## src/rtl/cwg_pkg.sv

```systemverilog
package cwg_pkg;
   typedef enum logic [1:0] {
      PH_IDLE = 2'd0,
      PH_HIGH = 2'd1,
      PH_LOW  = 2'd2
   } phase_e;
endpackage

```

## src/rtl/cwg_regs.sv

```systemverilog
module cwg_regs #(
   parameter  int CNT_W  = 8,
   parameter  int NPAIR  = 2,
   localparam int SEL_W  = $clog2(NPAIR),
   localparam int ADDR_W = SEL_W + 1
) (
   input  logic                              clk,
   input  logic                              rst_n,
   input  logic                              wr_en,
   input  logic [ADDR_W-1:0]                 wr_addr,
   input  logic [CNT_W-1:0]                  wr_data,
   output logic [NPAIR-1:0][CNT_W-1:0]       hi_all,
   output logic [NPAIR-1:0][CNT_W-1:0]       lo_all
);

   if (CNT_W < 2) begin : g_bad_width
      $error("cwg_regs: CNT_W must be at least 2");
   end
   if (NPAIR < 2 || (NPAIR & (NPAIR - 1)) != 0) begin : g_bad_pairs
      $error("cwg_regs: NPAIR must be a power of two, at least 2");
   end

   // One high and one low count per pair; no reset so contents survive it.
   for (genvar p = 0; p < NPAIR; p++) begin : g_pair
      logic [CNT_W-1:0] hi_q;
      logic [CNT_W-1:0] lo_q;
      logic             pair_hit;

      assign pair_hit = wr_en && (wr_addr[ADDR_W-1:1] == SEL_W'(p));

      always_ff @(posedge clk) begin
         if (pair_hit && !wr_addr[0]) hi_q <= wr_data;
         if (pair_hit &&  wr_addr[0]) lo_q <= wr_data;
      end

      assign hi_all[p] = hi_q;
      assign lo_all[p] = lo_q;

      // address bit 0 low writes the high count of pair p
      p_hi_load_r11: assert property (@(posedge clk) disable iff (!rst_n)
         (wr_en && wr_addr == {SEL_W'(p), 1'b0}) |=> (hi_all[p] == $past(wr_data)));
      // address bit 0 high writes the low count of pair p
      p_lo_load_r11: assert property (@(posedge clk) disable iff (!rst_n)
         (wr_en && wr_addr == {SEL_W'(p), 1'b1}) |=> (lo_all[p] == $past(wr_data)));
   end

endmodule

```

## src/rtl/cwg_pairsel.sv

```systemverilog
module cwg_pairsel #(
   parameter  int CNT_W = 8,
   parameter  int NPAIR = 2,
   localparam int SEL_W = $clog2(NPAIR)
) (
   input  logic                         fsk_en,
   input  logic [SEL_W-1:0]             pair_sel,
   input  logic [SEL_W-1:0]             run_pair,
   input  logic [NPAIR-1:0][CNT_W-1:0]  hi_all,
   input  logic [NPAIR-1:0][CNT_W-1:0]  lo_all,
   output logic [SEL_W-1:0]             next_pair,
   output logic [CNT_W-1:0]             start_hi,
   output logic                         start_bad,
   output logic [CNT_W-1:0]             run_lo
);

   // Time mode pins the choice to pair 0; frequency-shift mode follows the select.
   always_comb begin
      next_pair = fsk_en ? pair_sel : '0;
      start_hi  = hi_all[next_pair];
      start_bad = (hi_all[next_pair] == '0) || (lo_all[next_pair] == '0);
      run_lo    = lo_all[run_pair];
   end

endmodule

```

## src/rtl/cwg_core.sv

```systemverilog
module cwg_core
   import cwg_pkg::*;
#(
   parameter  int CNT_W = 8,
   parameter  int NPAIR = 2,
   localparam int SEL_W = $clog2(NPAIR)
) (
   input  logic              clk,
   input  logic              rst_n,
   input  logic              run_en,
   input  logic              hold,
   input  logic [SEL_W-1:0]  next_pair,
   input  logic [CNT_W-1:0]  start_hi,
   input  logic              start_bad,
   input  logic [CNT_W-1:0]  run_lo,
   output logic [SEL_W-1:0]  run_pair,
   output logic              carrier,
   output logic              period_done,
   output logic              cfg_err
);

   localparam logic [CNT_W-1:0] ONE = CNT_W'(1);

   phase_e             phase_q;
   logic [CNT_W-1:0]   cnt_q;
   logic [SEL_W-1:0]   pair_q;
   logic               err_q;
   logic               last_tick;
   logic               begin_ok;

   assign last_tick = (cnt_q == ONE);
   assign begin_ok  = !start_bad;

   always_ff @(posedge clk) begin
      if (!rst_n || !run_en) begin
         phase_q <= PH_IDLE;
         cnt_q   <= '0;
         pair_q  <= '0;
         err_q   <= 1'b0;
      end else if (!hold) begin
         unique case (phase_q)
            PH_IDLE: begin
               if (!err_q) begin
                  if (begin_ok) begin
                     phase_q <= PH_HIGH;
                     cnt_q   <= start_hi;
                     pair_q  <= next_pair;
                  end else begin
                     err_q   <= 1'b1;
                  end
               end
            end
            PH_HIGH: begin
               if (!last_tick) begin
                  cnt_q <= cnt_q - ONE;
               end else if (run_lo != '0) begin
                  phase_q <= PH_LOW;
                  cnt_q   <= run_lo;
               end else begin
                  phase_q <= PH_IDLE;
                  cnt_q   <= '0;
                  err_q   <= 1'b1;
               end
            end
            PH_LOW: begin
               if (!last_tick) begin
                  cnt_q <= cnt_q - ONE;
               end else if (begin_ok) begin
                  phase_q <= PH_HIGH;
                  cnt_q   <= start_hi;
                  pair_q  <= next_pair;
               end else begin
                  phase_q <= PH_IDLE;
                  cnt_q   <= '0;
                  err_q   <= 1'b1;
               end
            end
            default: begin
               phase_q <= PH_IDLE;
               cnt_q   <= '0;
            end
         endcase
      end
   end

   assign run_pair    = pair_q;
   assign carrier     = (phase_q == PH_HIGH);
   assign period_done = run_en && !hold && (phase_q == PH_LOW) && last_tick;
   assign cfg_err     = err_q;

   // a held generator keeps its phase and remaining count
   p_hold_keeps_r7: assert property (@(posedge clk) disable iff (!rst_n)
      (run_en && hold) |=> (phase_q == $past(phase_q) && cnt_q == $past(cnt_q)));
   // sampling run_en low leaves the generator idle and fault-free
   p_off_quiet_r9: assert property (@(posedge clk) disable iff (!rst_n)
      !run_en |=> (!carrier && !cfg_err && !period_done));
   // a fault never coexists with a driven carrier
   p_err_low_r6: assert property (@(posedge clk) disable iff (!rst_n)
      cfg_err |-> !carrier);
   // an active phase always has cycles left to run
   p_live_count_r1: assert property (@(posedge clk) disable iff (!rst_n)
      (phase_q != PH_IDLE) |-> (cnt_q != '0));
   // the strobe is followed by a new high phase or a fault
   p_done_next_r8: assert property (@(posedge clk) disable iff (!rst_n)
      period_done |=> (carrier || cfg_err));
   // a clean start drives the carrier high on the next cycle
   p_first_high_r2: assert property (@(posedge clk) disable iff (!rst_n)
      (run_en && !hold && phase_q == PH_IDLE && !err_q && !start_bad) |=> carrier);

endmodule

```

## src/rtl/cwg_top.sv

```systemverilog
module cwg_top #(
   parameter  int CNT_W  = 8,
   parameter  int NPAIR  = 2,
   localparam int SEL_W  = $clog2(NPAIR),
   localparam int ADDR_W = SEL_W + 1
) (
   input  logic              clk,
   input  logic              rst_n,
   input  logic              wr_en,
   input  logic [ADDR_W-1:0] wr_addr,
   input  logic [CNT_W-1:0]  wr_data,
   input  logic              run_en,
   input  logic              fsk_en,
   input  logic [SEL_W-1:0]  pair_sel,
   input  logic              hold,
   output logic              carrier,
   output logic              period_done,
   output logic              cfg_err
);

   logic [NPAIR-1:0][CNT_W-1:0] hi_all;
   logic [NPAIR-1:0][CNT_W-1:0] lo_all;
   logic [SEL_W-1:0]            next_pair;
   logic [SEL_W-1:0]            run_pair;
   logic [CNT_W-1:0]            start_hi;
   logic                        start_bad;
   logic [CNT_W-1:0]            run_lo;

   cwg_regs #(.CNT_W(CNT_W), .NPAIR(NPAIR)) u_regs (
      .clk     (clk),
      .rst_n   (rst_n),
      .wr_en   (wr_en),
      .wr_addr (wr_addr),
      .wr_data (wr_data),
      .hi_all  (hi_all),
      .lo_all  (lo_all)
   );

   cwg_pairsel #(.CNT_W(CNT_W), .NPAIR(NPAIR)) u_sel (
      .fsk_en    (fsk_en),
      .pair_sel  (pair_sel),
      .run_pair  (run_pair),
      .hi_all    (hi_all),
      .lo_all    (lo_all),
      .next_pair (next_pair),
      .start_hi  (start_hi),
      .start_bad (start_bad),
      .run_lo    (run_lo)
   );

   cwg_core #(.CNT_W(CNT_W), .NPAIR(NPAIR)) u_core (
      .clk         (clk),
      .rst_n       (rst_n),
      .run_en      (run_en),
      .hold        (hold),
      .next_pair   (next_pair),
      .start_hi    (start_hi),
      .start_bad   (start_bad),
      .run_lo      (run_lo),
      .run_pair    (run_pair),
      .carrier     (carrier),
      .period_done (period_done),
      .cfg_err     (cfg_err)
   );

endmodule

```

## config.mk

```make
export PLATFORM = sky130hd
export DESIGN_NAME = cwg_top
export DESIGN_NICKNAME = d
export VERILOG_FILES = /design/src/rtl/cwg_pkg.sv /design/src/rtl/cwg_regs.sv /design/src/rtl/cwg_pairsel.sv /design/src/rtl/cwg_core.sv /design/src/rtl/cwg_top.sv
export SDC_FILE = /design/constraint.sdc
export NUM_CORES = 1
export LEC_CHECK = 0
export BUFFER_PORTS_ARGS = -buffer_cell sky130_fd_sc_hd__clkbuf_2
export CAP_MARGIN = 30
export CORE_MARGIN = 2
export CORE_UTILIZATION = 35
export CTS_BUF_LIST = sky130_fd_sc_hd__clkbuf_4 sky130_fd_sc_hd__clkbuf_8
export CTS_CLUSTER_SIZE = 12
export DETAILED_ROUTE_END_ITERATION = 10
export SYNTH_ARGS = -nofsm -noshare
export SYNTH_HDL_FRONTEND = slang
export SYNTH_SLANG_ARGS = --single-unit
```

## constraint.sdc

```tcl
create_clock -name clk -period 1.8 [get_ports clk]
set_clock_uncertainty 0.15 [all_clocks]
set_input_delay 0.09 -clock clk [delete_from_list [all_inputs] [get_ports clk]]
set_output_delay 0.09 -clock clk [all_outputs]
set_load 0.01 [all_outputs]
```

== After elaboration in Yosys (flattened, before gate mapping) ==
Cells that the tools add are included.

* Add/sub/neg operators: 1
* Order comparisons: 2
* Eq/ne operators: 9
* Mux-type cells: 32
* Bitwise operators: 2
* Reduce and logical (&&, ||, !) cells: 25

{| class="wikitable"
|+ Operators with widths
! kind !! number
|-
| $mux 8 || 12
|-
| $pmux 8 s3 || 1
|-
| $logic_not 8->1 || 2
|-
| $mux 1 || 11
|-
| $mux 2 || 5
|-
| $logic_and 1x1->1 || 9
|-
| $eq 8x1->1 const B || 1
|-
| $reduce_bool 8->1 || 1
|-
| $sub 8x1->8 const B || 1
|-
| $ne 2x1->1 const B || 3
|-
| $ne 2x2->1 const B || 3
|-
| $pmux 2 s3 || 1
|-
| $reduce_and 6->1 || 1
|-
| $reduce_and 5->1 || 1
|-
| $logic_not 1->1 || 4
|-
| $lt 1x2->1 const B || 2
|-
| $reduce_and 4->1 || 1
|-
| $pmux 1 s3 || 1
|-
| $reduce_and 3->1 || 1
|-
| $reduce_bool 3->1 || 1
|-
| $eq 2x1->1 const B || 1
|-
| $eq 2x2->1 const B || 1
|-
| $logic_not 2->1 || 1
|-
| $logic_or 1x1->1 || 2
|-
| 3 further kinds || 4
|}

* Register bits after elaboration: 44
* Bits of input ports: 17
* Logic and storage cells: 79

== Depth between registers and ports, before layout ==
* Word-level depth: 8
* Gate-level depth with buffers: 9
* Mapped depth without buffers: 8

== Cells and area by module ==
Synthesis repeated with hierarchy kept, for this count alone.

* Cells, all modules: 200
* Area, all modules: 2,319.7 µm²

{| class="wikitable"
|+ By module, submodules not included
! module !! instances !! cells an instance !! area an instance (µm²) !! seq. area each (µm²)
|-
| cwg_core || 1 || 131 || 1,036.0 || 240.2
|-
| cwg_regs || 1 || 36 || 998.5 || 960.9
|-
| cwg_pairsel || 1 || 33 || 285.3 || 0.0
|}

== Worst setup path before layout ==
OpenSTA, ideal clock, no wires.

* Path kind: flip-flop to flip-flop
* Start: register u_core.cnt_q[0]
* End: register u_core.cnt_q[7]
* Setup time: 0.125 ns
* Arrival: 1.554 ns
* Required time: 1.525 ns
* Path slack: -0.029 ns
* Stages on the path, launching flop included: 9
* Path buffers: 1
* Clock period less this slack: 1.829 ns
* Cell sequence: dfxtp_1 ha_1 nor4b_4 nand2_2 buf_6 a211oi_1 o21ai_0 a221oi_1 o31ai_1

* Word-level cells in the longest chain between the ends: 3

{| class="wikitable"
|+ Ends and longest elaborated chain
! element !! RTL line !! text
|-
| start: declaration || cwg_core.sv:25 || <nowiki>logic [CNT_W-1:0] cnt_q;</nowiki>
|-
| start signal: assignment || cwg_core.sv:46 || <nowiki>cnt_q <= start_hi;</nowiki>
|-
| start signal: assignment || cwg_core.sv:55 || <nowiki>cnt_q <= cnt_q - ONE;</nowiki>
|-
| start signal: assignment || cwg_core.sv:58 || <nowiki>cnt_q <= run_lo;</nowiki>
|-
| $sub 8x1->8 / $eq 8x1->1 (equally long branches) || cwg_core.sv:55, cwg_core.sv:67, cwg_core.sv:31 ||
|-
| $mux 8 (on tied branches) || cwg_core.sv:66, cwg_core.sv:54 ||
|-
| $pmux 8 s3 * || cwg_core.sv:41 || <nowiki>unique case (phase_q)</nowiki>
|}

Mark *: on every way between the ends. The rest lies on a longest branch, timed or not.
A chain may end at the register's enable or synchronous reset.

== Worst setup path in the final report ==
* Start: register u_core.cnt_q[1]
* End: register u_core.cnt_q[5]

Same word-level chain as after synthesis.

==> results.cfg <==
[run_status]
status = finished with violations
violations = setup timing

[sta]
hold-worst-slack_ps = 24.53
fmax_mhz = 513.4
period_minus_slack_ps = 1948
max_slew_margin = 0.7238
setup_slack_ps = -147.9
setup_viol = 10
rsz0062_at_grt = yes
hold_viol_final = 0
timing.final.crit_share = 1.082
slew_viol_final = 0
worst_pin_slew_ps = 402.8
fin_setup_tns_ps = -852.3

[floorplan]
die_h_um = 84.99
die_x_um = 84.99
num_rows = 29
start_util = 0.3616
fp.coreArea_um2 = 6350
io_pins = 20
dieArea_um2 = 7223

[critical_path]
max_stage_delay_ps = 330
rr_worst_depth = 9
cp.buffers_inverters = 2
cp.depth = 9
slowest_stage = dfxtp_2
cp_max_fo = 7
startpoint_type = flip-flop
cp-end-kind = flip-flop
cp.required_ps = 1840
crit_chain = inv_2, ha_4, nor4b_4, nand2_2, buf_12, a211oi_2, o21ai_1, a221oi_2, o31ai_1
critPathTopFamily = compound AO/OA/AOI/OAI gates
setup.worst_path.class = flip-flop to flip-flop
worstPathArrival_ps = 1990

[global_route]
grt_max_degree = 15
grt_use_total = 0.1815
antenna_found_initial = 0
grt_pass1_wl_um = 10230
grt_overflow = 0
grt_pass1_vias = 2022

[final_layout]
final_common_cell = buf_4
final_cell_area_um2 = 3575
areaGrowthSynthToFinish_pct = 55.69
final_cell_mix = buf_4 (50), edfxtp_1 (32), clkbuf_2 (18)
fin_nets = 319
instances_no_fill = 374
drive_above_1_share = 0.5387
antenna_cells = 0

[routing]
vias_per_cell = 5.527
detail-route-antenna-nets = 0
drt_pass1_iterations = 4
drtIter0Drc = 148
drc = 0
via_count = 2067
routedWlPerCell_um = 17.48
drt-total-wl_um = 6537

[run]
cap_viol_max_count = 0

[synth]
synth_cell_types = 44
synth-seq-area-share = 0.5232
syn_area_per_cell_um2 = 10.93
postSynthCellCount = 210
synth_top_cell_by_area = edfxtp_1
synth_flop_cell = edfxtp_1
syn-num-nets = 233
synth-edff-count = 32
ys_async_sr_fraction = 0
netlist_top_cells_area = edfxtp_1 (42%), dfxtp_1 (10%), a21oi_1 (3.9%), mux2i_1 (3.5%), ha_1 (3.3%)
netlist_area_um2 = 2296
synth_top_area_share = 0.4185
synth_seq_cells = 44
ys_warn_count = 0

[min_path]
whs_path_depth = 3
hold_path_class = input pin to flip-flop

[cts]
cts.clk_slew.worst_paths_ps = 90
root_buffer = clkbuf_8
clock_latency_ps = 310
clock-sinks = 44
cts_tree = done
cts_buffer_depth = 2
h-tree-depth = 2
cts_made_buffers = 5

[place]
dpl-instance-area_um2 = 2821
port-buffer-count = 19
dp.final_hpwl_um = 4412
gp_congestion = 0.8589
pre_cts_slack_ps = -275.8
dp_cells = 348

[power]
power_density_nw_per_um2 = 696.8
peakVddDrop_mv = 0.4701
p_leak_uw = 0.001377
==> cell type report <==
type,count,area [um2]
clock buffers,5,68.82
multi-input cells,151,1471
well taps,77,96.34
clock inverters,3,42.54
fillers,529,2775
flip-flops and latches,44,1205
repair buffers,87,664.4
inverters,7,26.28
==> synthesized netlist by cell type, types with 6 or more instances <==
library cell	number
a21oi_1	18
o2bb2ai_1	6
edfxtp_1	32
nor2_1	11
o21ai_0	6
ha_1	6
nand2_1	17
a211oi_1	6
mux2i_1	8
o22ai_1	6
nor4_1	9
inv_1	7
nand3_1	8
dfxtp_1	12
==> worst reg2reg max path, delay by kind of cell, from the launching register on <==
kind,cells,cell delay [ps]
buffers and inverters,2,250
flip-flops,1,330
adder cells (fa/ha/maj),1,120
AND/OR/NAND/NOR,2,380
AO/OA/AOI/OAI,4,600
==> power breakdown <==
part	leakage, uW	internal (uW)	switching, uW	total (uW)
registers	0.000393	1140	38.7	1180
logic	0.000928	267	275	542
clock network	0.0000558	411	360	772
total	0.00138	1820	674	2490
==> registers in the layout, indices dropped and copies added, names as in the netlist <==
register,count
u_core.cfg_err,1
u_core.cnt_q,8
u_core.phase_q,2
u_core.run_pair,1
u_regs.g_pair.hi_q,16
u_regs.g_pair.lo_q,16
==> per-layer routing <==
layer	part of all wire	up-vias	global-route usage
met1	0.43	1007	0.2330
met5	0	-	0
met4	0.019	0	0.05195
met3	0.048	13	0.03988
li1	-	986	-
met2	0.51	61	0.3082
==> cell families after synthesis <==
| logic type | synth area share |
|---|---|
| fa+ha+maj | 0.03270 |
| compound gates | 0.1766 |
| flops | 0.5232 |
| mux | 0.05940 |
| xor+xnor | 0.01145 |
| buf+inv | 0.02997 |
| simple gates | 0.1668 |
==> through the flow <==
stage	power, uW	util
after floorplan	1401	-
after global placement	1565	0.4443
after detailed placement	1570	0.4443
after CTS	2440	0.5257
after global routing	2598	0.5630
final	2491	0.5630
==> path summary, 6_finish.rpt <==
path / from / end / slack (ps)
worst max-delay path: u_core.cnt_q[1] / u_core.cnt_q[5] / -150
worst min-delay path: run_en / u_core.run_pair / 20
worst max register to register: u_core.cnt_q[1] / u_core.cnt_q[5] / -150
worst min register to register: u_core.cfg_err / u_core.cfg_err / 350
==> what timing repair did <==
item | in CTS | in global routing
hold buffers | 9 | 0
gates cloned | 1 | 0
pin swaps | 25 | 25
endpoints found under the hold margin | 34 | 0
setup buffers | 6 | 2
gates resized for setup | 60 | 43
endpoints found under the setup margin | 12 | 13
Power figures use the tool's default switching activity.
